## config.mk

```make
export PLATFORM = sky130hd
export DESIGN_NAME = tag_strip_tx
export DESIGN_NICKNAME = d
export VERILOG_FILES = /design/src/rtl/tag_strip_tx.sv
export SDC_FILE = /design/constraint.sdc
export NUM_CORES = 1
export LEC_CHECK = 0
export BUFFER_PORTS_ARGS = -buffer_cell sky130_fd_sc_hd__buf_2
export CAP_MARGIN = 20
export CORE_MARGIN = 5
export CORE_UTILIZATION = 43
export CTS_BUF_LIST = sky130_fd_sc_hd__clkbuf_4 sky130_fd_sc_hd__clkbuf_8
export DETAILED_ROUTE_END_ITERATION = 6
export GPL_ROUTABILITY_DRIVEN = 0
export HOLD_SLACK_MARGIN = 0.05
export SLEW_MARGIN = 0
export SYNTH_ARGS = -nofsm -noshare
export SYNTH_HDL_FRONTEND = slang
export SYNTH_SLANG_ARGS = --single-unit
export TNS_END_PERCENT = 50
```

## constraint.sdc

```tcl
create_clock -name clk -period 5 [get_ports clk]
set_input_delay 1 -clock clk [delete_from_list [all_inputs] [get_ports clk]]
set_output_delay 1 -clock clk [all_outputs]
set_load 0.01 [all_outputs]
```

## src/rtl/tag_strip_tx.sv

```systemverilog
module tag_strip_tx #(
  parameter int MAX_CELL = 56,
  parameter int PORT_W   = 5,
  parameter int TAG_W    = 3
) (
  input  logic                           clk,
  input  logic                           rst_n,
  input  logic                           cfg_nibble,
  input  logic                           cfg_wide,
  input  logic [TAG_W-1:0]               cfg_tag_len,
  input  logic [$clog2(MAX_CELL+1)-1:0]  cfg_cell_len,
  input  logic [7:0]                     in_data,
  input  logic                           in_frm,
  input  logic                           in_valid,
  output logic                           in_ready,
  output logic [PORT_W-1:0]              tx_addr,
  input  logic                           tx_clav,
  output logic                           tx_enb_n,
  output logic                           tx_soc,
  output logic [15:0]                    tx_data,
  output logic                           ctl_valid,
  output logic                           ctl_sop,
  output logic [7:0]                     ctl_data,
  output logic                           abort_pulse
);
  localparam int CW = $clog2(MAX_CELL+1);
  localparam logic [CW-1:0] ONE = CW'(1);
  localparam logic [CW-1:0] TWO = CW'(2);
  localparam logic [PORT_W-1:0] CTRL_PORT = '1;

  typedef enum logic [1:0] {S_COLL, S_POLL, S_SEND, S_CTRL} st_t;
  st_t state;

  logic [7:0]        mem_q [MAX_CELL];
  logic [CW-1:0]     cnt, rd;
  logic              half;
  logic [3:0]        hi;
  logic [PORT_W-1:0] port;

  logic take, partial, nib_load, byte_wr, wr_last, send_last;
  logic [CW-1:0] wr_idx, rd1, rd2, tag_ext;
  logic [7:0] byte_val, lo_byte;

  assign in_ready  = (state == S_COLL);
  assign take      = in_valid && in_ready;
  assign partial   = (cnt != '0) || half;
  assign abort_pulse = take && in_frm && partial;
  assign nib_load  = take && cfg_nibble && (in_frm || (!half && cnt != '0));
  assign byte_wr   = take && (cfg_nibble ? (half && !in_frm) : (in_frm || cnt != '0));
  assign wr_idx    = in_frm ? '0 : cnt;
  assign wr_last   = (wr_idx + ONE) == cfg_cell_len;
  assign byte_val  = cfg_nibble ? {hi, in_data[3:0]} : in_data;
  assign tag_ext   = CW'(cfg_tag_len);
  assign rd1       = rd + ONE;
  assign rd2       = rd + TWO;
  assign send_last = cfg_wide ? (rd2 >= cfg_cell_len) : (rd1 == cfg_cell_len);
  assign lo_byte   = (rd1 < cfg_cell_len) ? mem_q[rd1] : 8'h00;

  assign tx_addr   = port;
  assign tx_enb_n  = (state != S_SEND);
  assign tx_soc    = (state == S_SEND) && (rd == tag_ext);
  assign tx_data   = (state != S_SEND) ? 16'h0 :
                     cfg_wide ? {mem_q[rd], lo_byte} : {8'h00, mem_q[rd]};
  assign ctl_valid = (state == S_CTRL);
  assign ctl_sop   = (state == S_CTRL) && (rd == tag_ext);
  assign ctl_data  = (state == S_CTRL) ? mem_q[rd] : 8'h00;

  always_ff @(posedge clk)
    if (byte_wr) mem_q[wr_idx] <= byte_val;

  always_ff @(posedge clk or negedge rst_n) begin
    if (!rst_n) begin
      state <= S_COLL;
      cnt   <= '0;
      rd    <= '0;
      half  <= 1'b0;
      hi    <= '0;
      port  <= '0;
    end else begin
      case (state)
        S_COLL: begin
          if (nib_load) begin
            hi   <= in_data[3:0];
            half <= 1'b1;
            if (in_frm) cnt <= '0;
          end
          if (byte_wr) begin
            half <= 1'b0;
            if (wr_idx == '0) port <= byte_val[PORT_W-1:0];
            if (wr_last) begin
              cnt   <= '0;
              rd    <= tag_ext;
              state <= (port == CTRL_PORT) ? S_CTRL : S_POLL;
            end else begin
              cnt <= wr_idx + ONE;
            end
          end
        end
        S_POLL: if (tx_clav) state <= S_SEND;
        S_SEND: begin
          rd <= cfg_wide ? rd2 : rd1;
          if (send_last) state <= S_COLL;
        end
        default: begin
          rd <= rd1;
          if (rd1 == cfg_cell_len) state <= S_COLL;
        end
      endcase
    end
  end

  a_r8_soc_opens_burst: assert property (@(posedge clk) disable iff (!rst_n)
    $fell(tx_enb_n) |-> tx_soc);
  a_r8_soc_single: assert property (@(posedge clk) disable iff (!rst_n)
    tx_soc |=> !tx_soc);
  a_r3_stall_in_burst: assert property (@(posedge clk) disable iff (!rst_n)
    (!tx_enb_n || ctl_valid) |-> !in_ready);
  a_r7_addr_held: assert property (@(posedge clk) disable iff (!rst_n)
    !tx_enb_n |-> ($stable(tx_addr) && tx_addr != CTRL_PORT));
  a_r7_wait_clav: assert property (@(posedge clk) disable iff (!rst_n)
    (state == S_POLL && !tx_clav) |=> (tx_enb_n && !in_ready));
  a_r10_abort_restart: assert property (@(posedge clk) disable iff (!rst_n)
    abort_pulse |=> (in_ready && tx_enb_n && !ctl_valid));
  a_r6_sop_valid: assert property (@(posedge clk) disable iff (!rst_n)
    ctl_sop |-> ctl_valid);
  a_r9_idle_zero: assert property (@(posedge clk) disable iff (!rst_n)
    tx_enb_n |-> (tx_data == 16'h0));
endmodule

```

# Yosys cells after proc, flatten, opt, wreduce, memory -nomap -nowiden
# Memories as Yosys holds them, arrays and structs flattened.
# Cells that the tools add are included.
[totals]
register_bits = 24
inputBits = 24
out_inout_bits = 35
ram_bits = 448
memories = 1
word_cells = 76
[mem_list]
columns = ["memory", "words", "word_bits", "read_ports", "rd_ports_with_merged_regs", "wr", "line_no", "source"]
rows = [
  ["mem_q", 56, 8, 2, 0, 1, "34", "logic [7:0] mem_q [MAX_CELL];"],
]
[op_classes]
magnitude_cmp = 2
mux = 26
bitwise = 1
n_eq_ne = 12
n_reduce_logical = 25
n_addsub = 3
[op_table]
columns = ["operator", "n"]
rows = [
  ["two-way mux 6 bit", 7],
  ["two-way mux 16 bit", 2],
  ["two-way mux 8 bit", 3],
  ["one-hot mux 6 bit (3 select lines)", 1],
  ["adder 6 x 1 -> 6 bit, second input constant", 2],
  ["== test 6 bit", 2],
  ["two-way mux 2 bit", 6],
  ["logical AND 1 bit", 10],
  ["adder 6 x 2 -> 6 bit, second input constant", 1],
  ["== test 6 x 3 -> 1 bit", 1],
  [">= comparator 6 bit", 1],
  ["zero test 6 bit", 1],
  ["less-than comparator 6 bit", 1],
  ["two-way mux 1 bit", 6],
  ["!= test 2 bit, second input constant", 3],
  ["one-hot mux 2 bit (3 select lines)", 1],
  ["AND reduction 3 bit", 2],
  ["nonzero test 6 bit", 1],
  ["== test 5 bit, second input constant", 1],
  ["AND reduction 5 bit", 1],
  ["== test 2 bit, second input constant", 2],
  ["!= test 2 x 1 -> 1 bit, second input constant", 2],
  ["AND reduction 2 bit", 2],
  ["nonzero test 4 bit", 1],
  ["other kinds (6)", 9],
]

# Depth between registers and ports, before layout
[logic_depth]
word_depth = 6
depth_mapped = 14
mapped_depth_nobuf = 11

# Worst setup path before layout
# No wires, ideal clock.
[synth_path]
path_type = "flip-flop to output port"
start = "register rd[0]"
end = "output port tx_data[6]"
slack_ns = 0.710
t_arrival_ns = 3.290
path_buffers = 3
t_required_ns = 4.000
stages_incl_launch_ff = 14
path_cell_list = "dfrtp_1 > ha_1 > xnor2_1 > inv_1 > buf_2 > buf_1 > clkbuf_1 > ha_1 > o21ai_0 > a21oi_1 > a2111oi_0 > nand2_1 > a311o_1 > o211ai_1"
[synth_via]
elab_chain_cells = 5
word_cells_on_any_way = 6
classes_between = "add/sub (1); order compare (1); mux (3); memory (1)"
[synth_lines]
columns = ["item", "line_no", "source"]
rows = [
  ["from (decl)", "35", "logic [CW-1:0] cnt, rd;"],
  ["from (signal assigned)", "92", "rd <= tag_ext;"],
  ["from (signal assigned)", "101", "rd <= cfg_wide ? rd2 : rd1;"],
  ["from (signal assigned)", "105", "rd <= rd1;"],
  ["adder 6 x 1 -> 6 bit", "54", "assign rd1 = rd + ONE;"],
  ["memory read (56 x 8 bit) or less-than comparator 6 bit (tied branches)", "n/a", ""],
  ["two-way mux 8 bit", "57", "assign lo_byte = (rd1 < cfg_cell_len) ? mem_q[rd1] : 8'h00;"],
  ["two-way mux 16 bit (*)", "63", "cfg_wide ? {mem_q[rd], lo_byte} : {8'h00, mem_q[rd]};"],
  ["two-way mux 16 bit (*)", "62", "assign tx_data = (state != S_SEND) ? 16'h0 :"],
  ["to (decl)", "20", "output logic [15:0] tx_data,"],
]
# Every way passes the cells marked *; elsewhere a longest branch is shown, timed or not.

# Final worst setup path
[layout_path]
start = "register rd[0]"
end = "output port tx_data[5]"
# The elaborated chain is that of the path after synthesis.

==> results.md <==
- Critical Path Start: rd[0]
- Post-Layout Cell Count: 2,343
- Max-capacitance violation count: 0
- Pre-CTS setup slack: 0.6797 ns
- Synth unique cells: 68
- Skew-Pair Late Insertion Delay: 0.68 ns
- Number of flops mapped to enable cells by yosys: 448
- Last element of the critical path: tx_data[5]
- Hold_ws: 0.3381 ns
- Placed Area: 24,890 um2
- Share of layout cells above drive strength 1: 33.68%
- Flops & latches, synth: 472
- Worst-path clk slew: 0.07 ns
- Fin. Hold Viols: 0
- Commonest non-fill, non-tap cell in the layout: edfxtp_1
- R2r endpoint: mem_q[45][0]
- Setup TNS: 0 ns
- Seq/Total Area, Yosys: 60.13%
- Number of CTS-inserted buffers: 80
- Routed wire length per instance: 30.31 um
- Most frequent cells in the layout: edfxtp_1, mux4_2, nand2_1
- Number of global-route vias before repair: 14.92k
- Reg2Reg Depth: 7
- Cell count after synthesis: 1,422
- Critical Path RT: 4.00 ns
- Netlist Area Pre-Place: 23,370 um2
- Setup ws final: 0.1208 ns
- Critical Path AT: 3.88 ns
- Rows: 85
- Starting Density: 43.43%
- CTS tree: done
- Worst setup SP type: register
- PwrDens: 591.4 nW/um2
- GRT Overall Usage: 23.58%
- Routed wire length: 71.02 mm
- TritonCTS Sinks: 472
- DIE AREA: 59,120 um2
- Routed vias/inst: 6.392
- GRT Residual Overflow: 0
- H-tree Lvls: 3
- Total DRC errors in the routed layout: 0
- Worst Setup End Kind: primary output
- DRT iter0 DRCs: 1,610
- I/O Buffers: 58
- Detail Route Antenna Nets: 0
- Area growth syn-to-layout: 13.92%
- Core Region: 53,810 um2
- Initial antenna violation count: 3
- Flop-to-flop setup slack: 1.74 ns
- Avg Cell Area, Syn: 16.44 um2
- Worst-margin pin slew: 0.8545 ns
- Peak VDD IR: 467.1 uV
- Chip height: 243.1 um
- Via count: 14.98k
- Nets: 1,627
- Slew margin rel.: 42.83%
- Status: completed
- Root buf cell: clkbuf_8
- Crit path max fanout: 80
- Leak: 9.038 nW
- Global-route wire length before repair: 102.8 mm
- R2r startpoint: cnt[3]
- Setup Skew: 0.03460 ns
- Min-Delay Path Class: in -> async
- TritonRoute pass-1 iters: 7
- Total nets after synthesis: 1,466
- Post-synth top flop: edfxtp_1
- Setup violators final: 0
- Die width: 243.1 um
- Clock tree buffer depth: 3
- Setup CP Type: reg -> out
- Syn. warnings: 0
- Placed Cells: 2,189
- Fin crit period: 4.879 ns
- DP Wirelength: 46.64 mm
- Final instance area: 26,630 um2
- Maximum number of pins on one net before global-route repair: 81
- IO Pins: 59
- Slew Viols, Final: 0
- Final worst-path cycle share: 97.58%
- Fmax: 0.2050 GHz
- Asr flop ratio synth: 5.085%
==> state kept, by name, indices dropped and copies added, names as in the netlist <==
signal / flops
cnt: 6
half: 1
hi: 4
mem_q: 448
rd: 6
state: 2
tx_addr: 5
==> kinds of logic (layout without fill, tap and decap cells) <==
family / after synthesis / in the layout / synth area share (%)
flops: 472 / 472 / 60.13
simple gates: 348 / 348 / 6.531
mux: 285 / 285 / 23.67
compound gates: 159 / 159 / 5.032
buf+inv: 122 / 345 / 2.885
fa+ha+maj: 20 / 20 / 1.071
xor+xnor: 16 / 16 / 0.6906
other cells: 0 / 2 / 0
==> worst min-delay path by stage <==
stage | from | endpoint | slack, ns | cells past startpoint
3_3_place_gp | hi[1] | hi[1] | 0.48 | 1
2_1_floorplan | hi[0] | hi[0] | 0.47 | 1
5_1_grt | rst_n | half | 0.35 | 1
4_1_cts | rst_n | half | 0.31 | 1
6_report | rst_n | half | 0.34 | 1
3_5_place_dp | hi[2] | hi[2] | 0.50 | 1
==> critical path: stages (launching register included) <==
cell      delay (ns)
dfrtp_4         0.56
buf_12          0.42
mux4_2          0.60
o21ai_0         0.42
a221oi_1        0.22
a21oi_1         0.44
o221ai_1        0.24
buf_2           0.19
==> through the flow <==
stage | total power [mW] | utilization [%]
after global routing | 16.44 | 49.48
after floorplan | 10.02 | -
after global placement | 12.28 | 46.26
final | 15.75 | 49.48
after detailed placement | 12.28 | 46.26
after CTS | 15.70 | 49.14
==> metal layers <==
| layer | GRT usage (%) | part of all wire [%] | up-vias |
|---|---|---|---|
| met5 | 0 | 0.018 | - |
| met4 | 9.262 | 4.0 | 2 |
| met3 | 5.732 | 9.7 | 181 |
| met2 | 36.68 | 47 | 851 |
| met1 | 32.39 | 40 | 7779 |
| li1 | - | - | 6163 |
==> report_power, final <==
| part | internal (mW) | total [mW] | switching (mW) |
|---|---|---|---|
| logic | 3.28 | 7.65 | 4.37 |
| clock network | 1.82 | 3.40 | 1.58 |
| registers | 4.59 | 4.70 | 0.111 |
| total | 9.69 | 15.7 | 6.06 |
==> synthesized netlist by cell type, drive strengths merged, types with 16 or more instances <==
master,count,share of area [%]
buf,75,2.1
a21oi,20,0.43
mux4,211,20
o21ai,28,0.60
mux2i,52,2.2
nand2,139,2.2
nand3,42,0.95
nor3,16,0.34
dfrtp,24,2.6
inv,21,0.34
clkbuf,24,0.39
mux2,22,1.1
edfxtp,448,58
nor2,105,1.7
ha,20,1.1
==> area by class of cell <==
class                           instances  area [um2]
Fill cell                            4511       27190
Sequential cell                       472       14060
Multi-Input combinational cell        828        8687
Clock buffer                          113        1374
Timing Repair Buffer                  178        1373
Tap cell                              696       870.8
Clock inverter                         31       167.7
Inverter                               23       86.33
Antenna cell                            2       5.005
==> repair_timing <==
item	4_1_cts	5_1_grt
setup buffers	0	2
gates cloned	0	1
hold buffers	0	0
gates resized for setup	3	5
setup endpoints to repair	3	10
Note: power is estimated with default switching activity, not from simulation.
